--- src/rtl/cfgld_pkg.sv ---
package cfgld_pkg;
  typedef enum logic [2:0] {
    ST_IDLE,
    ST_INIT,
    ST_WRSEL,
    ST_LOAD,
    ST_DONEW,
    ST_POST,
    ST_RELCS,
    ST_RELWR
  } ld_state_t;
endpackage

--- src/rtl/cfgld_clkgen.sv ---
module cfgld_clkgen #(
  parameter int DIV = 4
) (
  input  logic clk,
  input  logic rst_n,
  input  logic run,
  output logic cfg_clk,
  output logic rise_now,
  output logic fall_now
);
  localparam int HALF = DIV / 2;
  localparam int HW   = (HALF > 1) ? $clog2(HALF) : 1;

  logic [HW-1:0] hcnt;
  logic          clk_q;
  logic          at_end;

  assign at_end   = (hcnt == HW'(HALF - 1));
  // low phase advances only when run; high phase always completes
  assign rise_now = !clk_q && run && at_end;
  assign fall_now = clk_q && at_end;
  assign cfg_clk  = clk_q;

  always_ff @(posedge clk or negedge rst_n) begin
    if (!rst_n) begin
      hcnt  <= '0;
      clk_q <= 1'b0;
    end else if (!clk_q && !run) begin
      hcnt <= '0;
    end else if (at_end) begin
      hcnt  <= '0;
      clk_q <= !clk_q;
    end else begin
      hcnt <= hcnt + HW'(1);
    end
  end

  // a stopped low phase stays low
  p_hold_low_r6: assert property (@(posedge clk) disable iff (!rst_n)
    (!clk_q && !run) |=> !clk_q);
endmodule

--- src/rtl/cfgld_seq.sv ---
module cfgld_seq
  import cfgld_pkg::*;
#(
  parameter int DATA_W      = 8,
  parameter int POST_CYC    = 64,
  parameter int TIMEOUT_CYC = 100000
) (
  input  logic              clk,
  input  logic              rst_n,
  input  logic              start,
  input  logic              init_ready,
  input  logic [DATA_W-1:0] s_data,
  input  logic              s_valid,
  input  logic              s_last,
  output logic              s_ready,
  input  logic              done_in,
  input  logic              cfg_clk,
  input  logic              rise_now,
  input  logic              fall_now,
  output logic              run,
  output logic              cfg_cs_n,
  output logic              cfg_wr_n,
  output logic [DATA_W-1:0] cfg_data,
  output logic              busy,
  output logic              finished,
  output logic              timeout_err
);
  localparam int PW = $clog2(POST_CYC + 1);
  localparam int TW = $clog2(TIMEOUT_CYC + 1);

  ld_state_t         state;
  logic              have_q, last_q, err_q, cs_q, wr_q;
  logic [PW-1:0]     post_cnt;
  logic [TW-1:0]     tmo_cnt;
  logic [DATA_W-1:0] data_q;
  logic              take;

  assign s_ready = (state == ST_LOAD) && !have_q && (!cfg_clk || fall_now);
  assign take    = s_valid && s_ready;

  always_comb begin
    case (state)
      ST_LOAD:  run = have_q;
      ST_DONEW: run = 1'b1;
      ST_POST:  run = (post_cnt != PW'(POST_CYC));
      default:  run = 1'b0;
    endcase
  end

  always_ff @(posedge clk or negedge rst_n) begin
    if (!rst_n) begin
      state    <= ST_IDLE;
      have_q   <= 1'b0;
      last_q   <= 1'b0;
      err_q    <= 1'b0;
      cs_q     <= 1'b1;
      wr_q     <= 1'b1;
      post_cnt <= '0;
      tmo_cnt  <= '0;
      data_q   <= '0;
    end else begin
      case (state)
        ST_IDLE: if (start) begin
          err_q <= 1'b0;
          state <= ST_INIT;
        end
        ST_INIT: if (init_ready) begin
          wr_q  <= 1'b0;
          state <= ST_WRSEL;
        end
        ST_WRSEL: begin
          cs_q   <= 1'b0;
          have_q <= 1'b0;
          state  <= ST_LOAD;
        end
        ST_LOAD: begin
          if (take) begin
            data_q <= s_data;
            have_q <= 1'b1;
            last_q <= s_last;
          end else if (rise_now) begin
            have_q <= 1'b0;
            if (last_q) begin
              tmo_cnt <= '0;
              state   <= ST_DONEW;
            end
          end
        end
        ST_DONEW: begin
          if (done_in) begin
            post_cnt <= rise_now ? PW'(1) : PW'(0);
            state    <= ST_POST;
          end else if (tmo_cnt == TW'(TIMEOUT_CYC - 1)) begin
            err_q <= 1'b1;
            state <= ST_RELCS;
          end else begin
            tmo_cnt <= tmo_cnt + TW'(1);
          end
        end
        ST_POST: begin
          if (post_cnt == PW'(POST_CYC)) state <= ST_RELCS;
          else if (rise_now)              post_cnt <= post_cnt + PW'(1);
        end
        ST_RELCS: if (!cfg_clk) begin
          cs_q  <= 1'b1;
          state <= ST_RELWR;
        end
        ST_RELWR: begin
          wr_q  <= 1'b1;
          state <= ST_IDLE;
        end
        default: state <= ST_IDLE;
      endcase
    end
  end

  assign cfg_cs_n    = cs_q;
  assign cfg_wr_n    = wr_q;
  assign cfg_data    = data_q;
  assign busy        = (state != ST_IDLE);
  assign finished    = (state == ST_RELWR) && !err_q;
  assign timeout_err = err_q;

  // write-select already low when chip select falls
  p_wr_first_r3: assert property (@(posedge clk) disable iff (!rst_n)
    $fell(cs_q) |-> $past(!wr_q));
  // write-select frozen while selected
  p_wr_steady_r3: assert property (@(posedge clk) disable iff (!rst_n)
    !cs_q |-> $stable(wr_q));
  // data moves only in the low phase
  p_data_low_r4: assert property (@(posedge clk) disable iff (!rst_n)
    !$stable(data_q) |-> !cfg_clk);
  // a loading rise always has a held word behind it
  p_no_empty_rise_r6: assert property (@(posedge clk) disable iff (!rst_n)
    ($rose(cfg_clk) && $past(state == ST_LOAD)) |-> $past(have_q));
  // stream accepted only with both strobes active
  p_ready_sel_r7: assert property (@(posedge clk) disable iff (!rst_n)
    s_ready |-> (!cs_q && !wr_q));
  // clock edges only while selected
  p_rise_sel_r8: assert property (@(posedge clk) disable iff (!rst_n)
    $rose(cfg_clk) |-> !cs_q);
  // write-select released only after chip select
  p_rel_order_r9: assert property (@(posedge clk) disable iff (!rst_n)
    $rose(wr_q) |-> $past(cs_q));
  // an error run never reports success
  p_err_nofin_r11: assert property (@(posedge clk) disable iff (!rst_n)
    timeout_err |-> !finished);
endmodule

--- src/rtl/cfg_stream_loader.sv ---
module cfg_stream_loader #(
  parameter int DATA_W      = 8,
  parameter int DIV         = 4,
  parameter int POST_CYC    = 64,
  parameter int TIMEOUT_CYC = 100000
) (
  input  logic              clk,
  input  logic              rst_n,
  input  logic              start,
  input  logic              init_ready,
  input  logic [DATA_W-1:0] s_data,
  input  logic              s_valid,
  input  logic              s_last,
  output logic              s_ready,
  input  logic              done_in,
  output logic              cfg_clk,
  output logic              cfg_cs_n,
  output logic              cfg_wr_n,
  output logic [DATA_W-1:0] cfg_data,
  output logic              busy,
  output logic              finished,
  output logic              timeout_err
);
  generate
    if (DATA_W != 8 && DATA_W != 16 && DATA_W != 32) begin : g_bad_width
      $error("DATA_W must be 8, 16 or 32");
    end
    if (DIV < 2 || (DIV % 2) != 0) begin : g_bad_div
      $error("DIV must be even and at least 2");
    end
  endgenerate

  logic run, rise_now, fall_now, clk_int;

  cfgld_clkgen #(.DIV(DIV)) u_clkgen (
    .clk      (clk),
    .rst_n    (rst_n),
    .run      (run),
    .cfg_clk  (clk_int),
    .rise_now (rise_now),
    .fall_now (fall_now)
  );

  cfgld_seq #(
    .DATA_W      (DATA_W),
    .POST_CYC    (POST_CYC),
    .TIMEOUT_CYC (TIMEOUT_CYC)
  ) u_seq (
    .clk         (clk),
    .rst_n       (rst_n),
    .start       (start),
    .init_ready  (init_ready),
    .s_data      (s_data),
    .s_valid     (s_valid),
    .s_last      (s_last),
    .s_ready     (s_ready),
    .done_in     (done_in),
    .cfg_clk     (clk_int),
    .rise_now    (rise_now),
    .fall_now    (fall_now),
    .run         (run),
    .cfg_cs_n    (cfg_cs_n),
    .cfg_wr_n    (cfg_wr_n),
    .cfg_data    (cfg_data),
    .busy        (busy),
    .finished    (finished),
    .timeout_err (timeout_err)
  );

  assign cfg_clk = clk_int;
endmodule

--- config.mk ---
export PLATFORM = sky130hd
export DESIGN_NAME = cfg_stream_loader
export DESIGN_NICKNAME = d
export VERILOG_FILES = /design/src/rtl/cfgld_pkg.sv /design/src/rtl/cfgld_clkgen.sv /design/src/rtl/cfgld_seq.sv /design/src/rtl/cfg_stream_loader.sv
export SDC_FILE = /design/constraint.sdc
export NUM_CORES = 1
export LEC_CHECK = 0
export BUFFER_PORTS_ARGS = -buffer_cell sky130_fd_sc_hd__buf_2
export CAP_MARGIN = 20
export CORE_MARGIN = 2
export CORE_UTILIZATION = 52
export DETAILED_ROUTE_END_ITERATION = 12
export PLACE_DENSITY_LB_ADDON = 0.1
export SETUP_SLACK_MARGIN = 0.2
export SYNTH_ARGS = -nofsm -noshare
export SYNTH_HDL_FRONTEND = slang
export SYNTH_SLANG_ARGS = --single-unit
--- constraint.sdc ---
create_clock -name clk -period 1.9 [get_ports clk]
set_input_delay 0.285 -clock clk [delete_from_list [all_inputs] [get_ports clk]]
set_output_delay 0.285 -clock clk [all_outputs]
set_load 0.005 [all_outputs]
# --- Word-level counts from Yosys, hierarchy flattened ---
# Index checks and enable logic that the tools add are counted.
classes:
  add_sub_neg: 3
  n_eq_ne: 25
  muxes: 35
  bitwise: 1
  reduce_logical: 30
ops:
  columns: ["cell", "count"]
  rows:
  - ["$mux W17", 5]
  - ["$pmux W17 S2", 1]
  - ["$mux W3", 9]
  - ["$pmux W3 S8", 1]
  - ["$mux W7", 3]
  - ["$add A17 B1 Y17 const B", 1]
  - ["$eq A17 B17 Y1 const B", 1]
  - ["$ne A2 B2 Y1 const B", 8]
  - ["$pmux W7 S2", 1]
  - ["$eq A3 B3 Y1 const B", 4]
  - ["$reduce_bool A2 Y1", 6]
  - ["$mux W1", 10]
  - ["$ne A2 B1 Y1 const B", 5]
  - ["$reduce_and A2 Y1", 5]
  - ["$logic_and A1 B1 Y1", 8]
  - ["$pmux W1 S2", 4]
  - ["$reduce_and A4 Y1", 2]
  - ["$reduce_and A8 Y1", 1]
  - ["$add A7 B1 Y7 const B", 1]
  - ["$eq A7 B7 Y1 const B", 1]
  - ["$ne A7 B7 Y1 const B", 1]
  - ["$eq A3 B2 Y1 const B", 2]
  - ["$reduce_and A6 Y1", 1]
  - ["$logic_not A1 Y1", 4]
  - ["9 further kinds", 9]
word_totals:
  reg_bits: 42
  inputBits: 15
  out_inout_bits: 15
  wordCells: 105

# --- Logic depth before layout (Yosys ltp) ---
logic_depth:
  depth_word: 7
  mapped_depth: 7
  depth_no_buf: 6

# --- Hierarchy ---
# From an unflattened synthesis, not the netlist that was laid out.
hier_totals:
  cells_unflattened: 245
  area_unflattened_um2: 2275.9
modules_own_cells:
  columns: ["module", "instances", "cells_per_inst", "area_each_um2"]
  rows:
  - ["cfgld_seq", 1, 237, 2193.4]
  - ["cfgld_clkgen", 1, 8, 82.6]

# --- Worst setup path before layout ---
# Ideal clock, no wire load.
synth_path:
  path_kind: "reg-to-reg"
  start: "register u_seq.state[1]"
  end: "register u_seq.tmo_cnt[14]"
  setup_time_ps: 126
  t_arrival_ps: 1806
  path_slack_ps: -32
  path_stages_with_launch: 7
  synth_period_minus_slack_ps: 1932
  path_cell_list: "dfrtp_1 buf_6 or4b_4 buf_6 a21boi_4 a21o_4 a221o_1"
synth_via:
  elab_chain_cells: 6
  word_cells_on_any_way: 17
  classes_between: "eq/ne (8); mux (2); reduce/logical (7)"
synth_rtl:
  columns: ["element", "line", "source"]
  rows:
  - ["from (decl)", "cfgld_seq.sv:31", "ld_state_t state;"]
  - ["from (signal assigned)", "cfgld_seq.sv:52", "state <= ST_IDLE;"]
  - ["from (signal assigned)", "cfgld_seq.sv:65", "state <= ST_INIT;"]
  - ["from (signal assigned)", "cfgld_seq.sv:69", "state <= ST_WRSEL;"]
  - ["$eq A3 B3 Y1 (tied with other cells)", "cfgld_seq.sv:42", "case (state)"]
  - ["$pmux W1 S3 / $logic_and A1 B1 Y1 (equally long branches)", "cfgld_seq.sv:42, cfgld_seq.sv:38", null]
  - ["$logic_and A1 B1 Y1, on equally long branches", "cfgld_clkgen.sv:20, cfgld_seq.sv:38", null]
  - ["$logic_and A1 B1 Y1, on equally long branches", "cfgld_clkgen.sv:20, cfgld_seq.sv:39", null]
  - ["$ne A2 B1 Y1 (no source line) / $ne A2 B2 Y1 (equally long branches)", null, null]
  - ["$reduce_and A6 Y1 (no source line)", null, null]
  - ["to (signal assigned)", "cfgld_seq.sv:97", "tmo_cnt <= tmo_cnt + TW'(1);"]
  - ["to (decl)", "cfgld_seq.sv:34", "logic [TW-1:0] tmo_cnt;"]
# Several ways; a longest one is shown, not always the timed one.
# A chain may end at the register's enable or synchronous reset.

# --- Final worst setup path ---
layout_path:
  start: "register u_seq.state[0]"
  end: "register u_seq.tmo_cnt[2]"
# Same word-level chain as after synthesis.

==> results.json <==
{
  "status": "completed",
  "synth_warnings": 0,
  "antenna_found_initial": 0,
  "syn_nets": 262,
  "avgViaCountPerCell": 6.02,
  "syn_inst": 244,
  "synth_common_cells": "40 x dfrtp_1, 22 x nand2_1, 15 x nand3_1, 15 x nor2_1, 11 x inv_1",
  "powerDensity_nw_per_um2": 1090,
  "tns_ns": 0,
  "synth.top_cell.area_share_pct": 42.4,
  "layout_min_cycle_time_ns": 1.80,
  "synthTopCellsByArea": "dfrtp_1 42%, mux2_2 4.3%, nand2_1 3.5%, nand3_1 3.2%, o211ai_1 2.5%",
  "fin_util_pct": 68.4,
  "fp-row-count": 24,
  "cts-htree-levels": 2,
  "placed_cell_area_sq_um": 2720,
  "antennaDiodeCount": 0,
  "fmaxAchievable_mhz": 555,
  "cts_tree": "yes",
  "start_kind": "flop",
  "drc_errors": 0,
  "yosysMostFrequentCell": "dfrtp_1",
  "port_buffers": 29,
  "cts_inserted_buffers": 5,
  "cts_buffer_depth": 2,
  "synth_edf_count": 0,
  "clk_latency_ns": 0.30,
  "finalHoldViolCount": 0,
  "max_cap_viol_count": 0,
  "drv_slew": 0,
  "pin_count": 30,
  "worst_pin_slew_ns": 0.450,
  "drtAntennaViolNets": 0,
  "die_x_um": 71.4,
  "setup-violations-final": 0,
  "grt_max_degree": 43,
  "routed_wl_um": 5720,
  "slew_headroom_pct": 69.6,
  "syn2layout_area_growth_pct": 25.9,
  "use_met3_pct": 5.06,
  "arrival_ns": 1.98,
  "grt_pass1_vias": 2148,
  "synth_seq_cells": 42,
  "start_util_pct": 54.3,
  "nNetsFinal": 319,
  "ys_types": 53,
  "syn_area_per_cell_sq_um": 9.69,
  "gp_congestion": 0.820,
  "hp-class": "input pin to flop",
  "die_area_sq_um": 5100,
  "fin_crit_sh_pct": 94.8,
  "synth_top_flop_cell": "dfrtp_1",
  "p_leak_nw": 1.33,
  "worst-setup-path-type": "flop to flop",
  "clkTransAtPathRegs_ns": 0.08,
  "worstPathCellList": "or4b_4, a21boi_4, a21o_4, a221o_1",
  "coreArea_sq_um": 4350,
  "cp_slowest_stage_delay_ns": 0.53,
  "post_drt_wl_per_cell_um": 16.2,
  "detail_route.first_pass.iterations": 4,
  "grt_overflow_total": 0,
  "num_vias": 2130,
  "worst_setup_path_end_kind": "flop",
  "max-vdd-ir-drop_uv": 861,
  "cp_slowest_cell": "or4b_4",
  "grt_usage_pct": 23.8,
  "dp_hpwl_um": 3850,
  "critPathMaxFanout": 7,
  "fp.dieH_um": 71.4,
  "root_buffer": "clkbuf_8",
  "top_usage_layer": "met2",
  "grt_setup_unrepaired": "yes",
  "layout-drive-gt1-share_pct": 34.8,
  "required_ns": 2.08,
  "grtUsageMet2_pct": 37.4,
  "cts.sinks": 42,
  "grt_pass1_wl_um": 9720,
  "finalInstanceArea_sq_um": 2980,
  "use_met1_pct": 32.0,
  "yosysSeqAreaShare_pct": 44.6,
  "async_reset_ff_share_pct": 100,
  "power.total_mw": 3.25,
  "synth_top_area_cell": "dfrtp_1",
  "syn-cell-area_sq_um": 2360,
  "drt_iter0_markers": 153,
  "finClkSkew_ns": 0.00865
}
[cell usage in the layout, fill, tap and decap left out, drive strengths merged, types with 4 or more instances in the layout]
master / count
a21o: 5
a21oi: 11
a31oi: 7
and2: 4
and3: 8
buf: 59
clkbuf: 7
dfrtp: 40
inv: 11
mux2: 9
nand2: 22
nand2b: 5
nand3: 15
nor2: 15
nor3: 7
o211ai: 8
o21ai: 7
[report_power, final]
part           internal, mW  switching [mW]
Sequential             1.19           0.274
Clock                 0.294           0.315
Combinational         0.646           0.533
Total                  2.13            1.12
[final timing paths]
check	from	end	slack [ns]	depth (start not counted)
min in group asynchronous	rst_n	u_seq.tmo_cnt[9]	0.48	3
max	u_seq.state[0]	u_seq.tmo_cnt[2]	0.1	4
max reg2reg	u_seq.state[0]	u_seq.tmo_cnt[2]	0.1	4
max in group asynchronous	rst_n	u_seq.cfg_cs_n	1.15	3
min reg2reg	u_seq.cfg_data[5]	u_seq.cfg_data[5]	0.51	1
min	start	u_seq.timeout_err	0.17	2
[critical path: cells and delay by family, from the launching register on]
family | cells | cell delay (ns)
AO/OA/AOI/OAI | 3 | 0.71
AND/OR/NAND/NOR | 1 | 0.53
flip-flops | 1 | 0.43
[cell type report]
| class | instances | area (sq um) |
|---|---|---|
| fill | 337 | 1380 |
| multi-input combinational | 181 | 1300 |
| sequential | 42 | 1060 |
| timing repair buffer | 60 | 417 |
| clock buffer | 7 | 86.3 |
| tap | 52 | 65.1 |
| inverter | 11 | 41.3 |
| clock inverter | 1 | 5.00 |
[layer usage]
metal  wire length [um]  vias to the layer above
li1                   -                     1026
met1               2610                     1036
met2               2750                       60
met3                271                        8
met4                 89                        0
met5                  0                        -
[flip-flops by register name, summed over array words and instances (netlist names)]
signal and cells:
u_seq.last_q 1, u_seq.cfg_cs_n 1, u_clkgen.cfg_clk 1, u_seq.timeout_err 1, u_seq.post_cnt 7, u_seq.state 3, u_clkgen.at_end 1, u_seq.tmo_cnt 17
u_seq.cfg_data 8, u_seq.have_q 1, u_seq.cfg_wr_n 1
[repair_timing]
| item | in CTS | in global routing |
|---|---|---|
| resized for setup | 4 | 19 |
| buffers inserted | 5 | 4 |
| setup endpoints to repair | 31 | 34 |
| hold buffers | 1 | 0 |
| hold endpoints to repair | 40 | 0 |
| pin swaps | 6 | 4 |
[per-stage QoR]
stage	instances	worst slack, ns	hold WS, ns
2_1_floorplan	244	0.0197	-0.0106
3_3_place_gp	336	0.0994	0.277
3_5_place_dp	336	0.0494	0.279
4_1_cts	350	0.0912	0.173
5_1_grt	354	0.0748	0.185
6_report	354	0.0982	0.175
[logic make-up (layout without fill, tap and decap cells)]
logic type | after synthesis | in the layout | share of synthesized area (%)
buf+inv | 21 | 79 | 4.13
simple gates | 104 | 104 | 24.6
flops | 42 | 42 | 44.6
mux | 12 | 12 | 5.56
fa+ha+maj | 3 | 3 | 1.59
compound gates | 62 | 62 | 19.5
(Power assumes the default switching activity.)
